### src/rtl/rxdma_pkg.sv
package rxdma_pkg;

  typedef enum logic [3:0] {
    ST_IDLE,
    ST_INFO_REQ,
    ST_INFO_GET,
    ST_PTR_REQ,
    ST_PTR_GET,
    ST_STREAM,
    ST_STATUS,
    ST_NEXT_REQ,
    ST_NEXT_GET,
    ST_PARK
  } chan_state_t;

  localparam int LEN_W       = 16;
  localparam int SETUP_IRQ_B = 18;
  localparam int DONE_SOF_B  = 16;
  localparam int DONE_EOF_B  = 17;
  localparam int DONE_IRQ_B  = 18;
  localparam int DONE_FIN_B  = 19;

  // completion word: length, frame flags, interrupt copy, done; offset kept zero
  function automatic logic [31:0] pack_status(input logic [LEN_W-1:0] len,
                                              input logic sof,
                                              input logic eof,
                                              input logic intr);
    logic [31:0] w;
    w = '0;
    w[LEN_W-1:0]  = len;
    w[DONE_SOF_B] = sof;
    w[DONE_EOF_B] = eof;
    w[DONE_IRQ_B] = intr;
    w[DONE_FIN_B] = 1'b1;
    return w;
  endfunction

  // lane placement of one byte inside a 32-bit word
  function automatic logic [31:0] place_byte(input logic [7:0] b, input logic [1:0] lane);
    return 32'(b) << {lane, 3'b000};
  endfunction

endpackage

### src/rtl/rxdma_packer.sv
module rxdma_packer #(
  parameter int CNT_W = 16
) (
  input  logic             clk,
  input  logic             rst_n,
  input  logic             clr,
  input  logic             take,
  input  logic             flush,
  input  logic [7:0]       byte_in,
  output logic [CNT_W-1:0] cnt,
  output logic [1:0]       lane,
  output logic [31:0]      word
);
  import rxdma_pkg::*;

  logic [31:0] acc;

  assign lane = cnt[1:0];
  assign word = acc | place_byte(byte_in, lane);

  always_ff @(posedge clk or negedge rst_n) begin
    if (!rst_n) begin
      acc <= '0;
      cnt <= '0;
    end else if (clr) begin
      acc <= '0;
      cnt <= '0;
    end else if (take) begin
      cnt <= cnt + CNT_W'(1);
      acc <= flush ? 32'h0 : word;
    end
  end

endmodule

### src/rtl/rxdma_irq.sv
module rxdma_irq (
  input  logic clk,
  input  logic rst_n,
  input  logic evt,
  input  logic ack,
  input  logic en,
  output logic pend,
  output logic irq
);

  always_ff @(posedge clk or negedge rst_n) begin
    if (!rst_n) pend <= 1'b0;
    else        pend <= evt | (pend & ~ack);
  end

  assign irq = pend & en;

endmodule

### src/rtl/rxdma_channel.sv
module rxdma_channel #(
  parameter int ADDR_W = 32,
  parameter int SLOT_W = 4
) (
  input  logic              clk,
  input  logic              rst_n,
  input  logic              cmd_activate,
  input  logic              cmd_reload,
  input  logic              cmd_stop,
  input  logic [ADDR_W-1:0] start_ptr,
  input  logic [SLOT_W-1:0] cfg_slots,
  input  logic              cfg_eof_only,
  input  logic              irq_en,
  input  logic              irq_ack,
  input  logic              in_valid,
  input  logic [7:0]        in_data,
  input  logic              in_last,
  output logic              in_ready,
  output logic              mem_req,
  output logic              mem_we,
  output logic [ADDR_W-1:0] mem_addr,
  output logic [31:0]       mem_wdata,
  input  logic [31:0]       mem_rdata,
  output logic              irq,
  output logic              irq_pend,
  output logic              parked,
  output logic              buf_empty
);
  import rxdma_pkg::*;

  localparam int CNT_W = LEN_W;

  chan_state_t       state;
  logic [ADDR_W-1:0] cur;
  logic [ADDR_W-1:0] ptr;
  logic [SLOT_W-1:0] slot;
  logic [SLOT_W-1:0] slot_nx;
  logic [CNT_W-1:0]  buf_len;
  logic              info_irq;
  logic              mid;
  logic              blk_sof;
  logic              blk_eof;
  logic              stop_req;

  logic [CNT_W-1:0]  cnt;
  logic [1:0]        lane;
  logic [31:0]       word;

  // named internal events
  logic take;
  logic slot_end;
  logic word_wr;
  logic status_wr;
  logic irq_evt;
  logic last_slot;

  // address of the pointer (st=0) or completion word (st=1) of slot k
  function automatic logic [ADDR_W-1:0] field_addr(input logic [ADDR_W-1:0] base,
                                                   input logic [SLOT_W-1:0] k,
                                                   input logic st);
    return base + ADDR_W'(2) + ADDR_W'({k, 1'b0}) + ADDR_W'(st);
  endfunction

  function automatic logic [ADDR_W-1:0] word_addr(input logic [ADDR_W-1:0] base,
                                                  input logic [CNT_W-1:0] n);
    return base + ADDR_W'(n[CNT_W-1:2]);
  endfunction

  assign in_ready  = (state == ST_STREAM) && !(stop_req && (cnt == '0));
  assign take      = in_valid && in_ready;
  assign slot_end  = take && (((cnt + CNT_W'(1)) == buf_len) || in_last);
  assign word_wr   = take && ((lane == 2'd3) || slot_end);
  assign status_wr = (state == ST_STATUS);
  assign irq_evt   = status_wr && info_irq && (!cfg_eof_only || blk_eof);
  assign slot_nx   = slot + SLOT_W'(1);
  assign last_slot = (slot_nx == cfg_slots);
  assign parked    = (state == ST_PARK);
  assign buf_empty = (state == ST_IDLE);

  rxdma_packer #(.CNT_W(CNT_W)) u_pack (
    .clk     (clk),
    .rst_n   (rst_n),
    .clr     (state == ST_PTR_GET),
    .take    (take),
    .flush   (word_wr),
    .byte_in (in_data),
    .cnt     (cnt),
    .lane    (lane),
    .word    (word)
  );

  rxdma_irq u_irq (
    .clk   (clk),
    .rst_n (rst_n),
    .evt   (irq_evt),
    .ack   (irq_ack),
    .en    (irq_en),
    .pend  (irq_pend),
    .irq   (irq)
  );

  always_comb begin
    mem_req   = 1'b0;
    mem_we    = 1'b0;
    mem_addr  = '0;
    mem_wdata = '0;
    case (state)
      ST_INFO_REQ: begin
        mem_req  = 1'b1;
        mem_addr = cur + ADDR_W'(1);
      end
      ST_PTR_REQ: begin
        mem_req  = 1'b1;
        mem_addr = field_addr(cur, slot, 1'b0);
      end
      ST_STREAM: begin
        if (word_wr) begin
          mem_req   = 1'b1;
          mem_we    = 1'b1;
          mem_addr  = word_addr(ptr, cnt);
          mem_wdata = word;
        end
      end
      ST_STATUS: begin
        mem_req   = 1'b1;
        mem_we    = 1'b1;
        mem_addr  = field_addr(cur, slot, 1'b1);
        mem_wdata = pack_status(cnt, blk_sof, blk_eof, info_irq);
      end
      ST_NEXT_REQ: begin
        mem_req  = 1'b1;
        mem_addr = cur;
      end
      default: ;
    endcase
  end

  always_ff @(posedge clk or negedge rst_n) begin
    if (!rst_n)                  stop_req <= 1'b0;
    else if (state == ST_IDLE)   stop_req <= 1'b0;
    else if (cmd_stop)           stop_req <= 1'b1;
  end

  always_ff @(posedge clk or negedge rst_n) begin
    if (!rst_n) begin
      state    <= ST_IDLE;
      cur      <= '0;
      ptr      <= '0;
      slot     <= '0;
      buf_len  <= '0;
      info_irq <= 1'b0;
      mid      <= 1'b0;
      blk_sof  <= 1'b0;
      blk_eof  <= 1'b0;
    end else begin
      case (state)
        ST_IDLE: begin
          if (cmd_activate) begin
            cur   <= start_ptr;
            mid   <= 1'b0;
            state <= ST_INFO_REQ;
          end
        end
        ST_INFO_REQ: state <= ST_INFO_GET;
        ST_INFO_GET: begin
          buf_len  <= mem_rdata[CNT_W-1:0];
          info_irq <= mem_rdata[SETUP_IRQ_B];
          slot     <= '0;
          state    <= ST_PTR_REQ;
        end
        ST_PTR_REQ: state <= ST_PTR_GET;
        ST_PTR_GET: begin
          ptr   <= mem_rdata[ADDR_W-1:0];
          state <= ST_STREAM;
        end
        ST_STREAM: begin
          if (slot_end) begin
            blk_sof <= !mid;
            blk_eof <= in_last;
            mid     <= !in_last;
            state   <= ST_STATUS;
          end else if (stop_req && (cnt == '0)) begin
            state <= ST_IDLE;
          end
        end
        ST_STATUS: begin
          if (last_slot) begin
            state <= ST_NEXT_REQ;
          end else begin
            slot  <= slot_nx;
            state <= stop_req ? ST_IDLE : ST_PTR_REQ;
          end
        end
        ST_NEXT_REQ: state <= ST_NEXT_GET;
        ST_NEXT_GET: begin
          if (mem_rdata[0]) begin
            state <= ST_PARK;
          end else begin
            cur   <= mem_rdata[ADDR_W-1:0];
            state <= ST_INFO_REQ;
          end
        end
        ST_PARK: begin
          if (stop_req)        state <= ST_IDLE;
          else if (cmd_reload) state <= ST_NEXT_REQ;
        end
        default: state <= ST_IDLE;
      endcase
    end
  end

endmodule

### config.mk
export PLATFORM = sky130hd
export DESIGN_NAME = rxdma_channel
export DESIGN_NICKNAME = d
export VERILOG_FILES = /design/src/rtl/rxdma_pkg.sv /design/src/rtl/rxdma_packer.sv /design/src/rtl/rxdma_irq.sv /design/src/rtl/rxdma_channel.sv
export SDC_FILE = /design/constraint.sdc
export NUM_CORES = 1
export LEC_CHECK = 0
export ABC_AREA = 1
export BUFFER_PORTS_ARGS = -buffer_cell sky130_fd_sc_hd__buf_2
export CAP_MARGIN = 30
export CORE_ASPECT_RATIO = 0.8
export CORE_MARGIN = 2
export CORE_UTILIZATION = 40
export CTS_BUF_LIST = sky130_fd_sc_hd__clkbuf_4
export DETAILED_ROUTE_END_ITERATION = 16
export GPL_ROUTABILITY_DRIVEN = 0
export PLACE_DENSITY = 0.61
export SLEW_MARGIN = 20
export SYNTH_ARGS = -nofsm -noshare
export SYNTH_HDL_FRONTEND = slang
export SYNTH_SLANG_ARGS = --single-unit
### constraint.sdc
create_clock -name clk -period 3.5 [get_ports clk]
set_input_delay 0.175 -clock clk [delete_from_list [all_inputs] [get_ports clk]]
set_output_delay 0.175 -clock clk [all_outputs]
set_load 0.01 [all_outputs]
==> key figures <==
Cells and area
  – Layout cells sized above 1: between 20% and 30%
  – Final std cells w/o fill: 2,664
  – Fin nets: 2,353
  – Fill count: 3,102
  – Highest-count cells in the layout ignoring fill and taps: 533 x nand2_1, 223 x inv_1, 194 x o21ai_0, 150 x buf_2, 136 x dfrtp_1
  – Commonest non-fill, non-tap cell in the layout: nand2_1
  – Post-layout util: 53.04%
  – P&R area growth vs syn: 30.05%

Synthesis
  – Number of synthesized flops with an enable pin: 0
  – Predominant post-synthesis flop cell: dfrtp_1
  – Synthesized Nets: 2,067
  – Main combinational cell family by area after synthesis: simple AND/OR/NAND/NOR gates
  – Sequential share of the synthesized area: between 20% and 30%
  – Simple-Gate Fraction of Synth Area: 41.51%
  – Biggest area consumer among synthesized cells: dfrtp_1
  – Syn Inst Count: about 2,000
  – #FFs+latches synth: around 140
  – Yosys cell types: 43
  – Mux share of post-synthesis cell area: 0%
  – Synthesized area per cell: 6.374 um^2
  – Synthesized cell area: 0.01245 mm^2
  – Post-synth ARST share: 100.0%
  – Compound-gate portion of the synthesized area: between 10% and 20%
  – Adder-Cell Fraction of Synth Area: ~2.9%
  – Ys Warns: 0
  – Post-Synth XOR/XNOR Area: 2.603%
  – Share of the synthesized area in the top cell type: 28.55%
  – Ranking of synthesized cells by area: dfrtp_1 29%, nand2_1 18%, o21ai_0 7.9%

Hold path
  – Hold Crit Class: in2reg
  – Hold Path Stages: 5

Timing
  – Rel. slew slack: 52.38%
  – Maximum clock frequency: 0.2596 GHz
  – RSZ-0062 raised after global routing: yes
  – Endpoints failing setup: 25
  – Hold Vio Cnt, Final: 0
  – Final WS setup: -0.3523 ns
  – Period utilization: 110.1%
  – Crit path time final: ~3.9 ns
  – Final Max Tran Viols: 0
  – Final setup skew: approximately 0.03 ns
  – Slew @ Worst Pin: roughly 0.71 ns

Global routing
  – Initial antenna violation count: 1
  – Vias in the first global route: 13,358
  – First-pass GRT wire length: approximately 74 mm
  – Gr usage total: 29.19%
  – Total gr overflow: 0
  – Largest net degree at the start of global routing: 93

Placement
  – Dpl cells: 2,489
  – Buffers on Ports: between 150 and 200
  – DP HPWL: roughly 36 mm

Clock tree
  – Clock Sinks: 142
  – Clk buf depth: 2
  – CTS tree: done
  – Htree depth: 4
  – Clock root cell: clkbuf_4
  – CTS clk-pin slew, worst paths: 0.13 ns
  – TritonCTS buffer count: 17
  – Worst skew pair latency: 0.59 ns

Critical path
  – Worst setup startpoint: slot[1]
  – CP max stage delay: between 0.4 and 0.5 ns
  – R2r setup slk: 0.78 ns
  – Worst endpoint required time: around 3.3 ns
  – Stages on worst setup path: 22
  – Critical R2R Capture: u_pack.acc[7]
  – Setup CP Type: reg2out
  – Crit-path cells: ha_4 > ha_4 > fa_2 > inv_2 > nor2_4 > nor2_4 > buf_6 > nor2_4 > nand2_2 > nand2_2 > nand2_2 > nand2_2 > nand2_2 > nor2_4 > buf_6 > buf_4 > buf_4 > nand3_1 > nand2_1 > nand3_2 > nand2_1 > buf_2
  – Crit path to: mem_addr[20]
  – Crit-path max FO: 5
  – Slowest-stage cell, CP: dfrtp_1
  – Worst r2r src: u_pack.cnt[0]
  – Crit end category: output port
  – Crit-path leading delay family: simple AND/OR/NAND/NOR gates
  – Worst reg-to-reg path cell count: 14
  – Worst path bufs/invs: 6
  – Startpoint Class: flop
  – Arr. time, crit path: 3.68 ns
  – CP dominant cell by count: nand2_2

Outcome
  – Outcome: complete, but fails checks
  – Failing checks: negative setup slack

Drt
  – 1st-pass router iterations: 6
  – Vias per cell: 5.502
  – DRT Wirelength: 49.37 mm
  – Final ANT Viol Nets: 0
  – WL/cell: 18.53 um
  – DR iter-0 viols: 1,761
  – Vias: 14,656
  – Post-route DRC: 0

Pwr
  – Power per cell area: 666.6 mW/mm^2
  – Leakage: 7.472 nW
  – Overall power: 0.01079 W
  – Peak supply drop: 0.0003814 V

Die
  – Die width: slightly above 200 um
  – Row count: 57
  – Io pins: roughly 160
  – DIE AREA: around 0.033 mm^2
  – Die Ht: 161.8 um
  – Core area: 0.03052 mm^2
  – Initial Util: 40.78%

Flow run
  – Number of max-cap violations: 0
-- sequential cells by signal (all words and copies together) (netlist names), 4 cells and up --
register,count
ptr,32
buf_len,16
slot,4
u_pack.acc,32
u_pack.cnt,16
state,4
cur,32
-- synth_stat cells, types with 4 or more instances --
cell type / n
buf_4: 7
nor2_4: 16
inv_2: 18
a21oi_1: 24
xnor2_1: 17
o21ai_0: 196
nand3_1: 162
dfrtp_1: 142
xor2_1: 20
buf_1: 4
o211ai_1: 31
clkbuf_1: 42
nand3_2: 17
nor2_1: 163
nor3_1: 8
inv_1: 228
ha_1: 26
nor4_1: 6
nand3b_1: 10
o21bai_1: 16
nand2_1: 583
buf_6: 6
a31oi_1: 12
o22ai_1: 13
nor2_2: 21
nand2_4: 14
a21boi_0: 4
o21ai_1: 10
nand2_2: 35
nand4_1: 73
buf_2: 10
-- worst min path at each step --
stage | startpoint | to
2_1_floorplan | rst_n | blk_eof
3_3_place_gp | rst_n | cur[19]
3_5_place_dp | rst_n | cur[28]
4_1_cts | in_data[7] | u_pack.acc[31]
5_1_grt | in_data[5] | u_pack.acc[29]
6_report | in_data[5] | u_pack.acc[29]
-- what timing repair did --
item                                   in CTS  in global routing
pin swaps                                  70                 66
endpoints found under the hold margin     179                 16
gates resized for setup                    90                127
cloned                                      0                  2
setup endpoints to repair                  61                 66
setup buffers                              26                 31
hold buffers                               83                  1
-- power breakdown --
part | total (W) | switching [W] | internal, W
logic | 0.00666 | 0.00425 | 0.00241
clock network | 0.00115 | 0.000658 | 0.000491
registers | 0.00298 | 0.000701 | 0.00228
-- worst min-delay path, delay by kind of cell --
family / cells / cell delay (ns)
and+or+nand+nor: 2 / 0.17
AOI/OAI and AO/OA: 2 / 0.17
buffers and inverters: 1 / 0.11
-- per-stage QoR --
step                hold slack, ns  area [um^2]  TNS [ns]  worst slack, ns
floorplan                  -0.1206        12450         0           0.5709
global placement            0.3258        13720         0          0.08415
detailed placement          0.3220        13720         0          0.01060
CTS                        0.02684        15380    -6.236          -0.3299
global route               0.06388        16190    -9.767          -0.5091
finish                     0.07312        16190    -5.000          -0.3523
-- area by class of cell --
class	count	area [um^2]	share of cell area, %
multi-input combinational	1492	8377	51.74
sequential	142	3561	22.00
timing repair inverter	2	17.52	0.1082
inverter	250	955.9	5.905
timing repair buffer	334	2479	15.31
tap	413	516.7	3.192
antenna	1	2.502	0.01546
clock inverter	12	145.1	0.8965
clock buffer	18	135.1	0.8347
-- routing by layer --
| metal | up-vias | GRT usage [%] | wire (um) | part of all wire (%) |
|---|---|---|---|---|
| met5 | - | 0 | 0 | 0 |
| met4 | 0 | 11.56 | 1877 | 3.8 |
| met3 | 101 | 5.819 | 4354 | 8.8 |
| met2 | 754 | 42.40 | 20710 | 42 |
| met1 | 6847 | 42.39 | 22430 | 45 |
| li1 | 6954 | - | - | - |
-- cells by family after synthesis --
group / count (synthesis)
AOI/OAI and AO/OA: 312
buffers and inverters: 319
DFF: 142
and+or+nand+nor: 1115
xor gates and xnor gates: 37
adders and majority gates: 28
(Power assumes the default switching activity.)
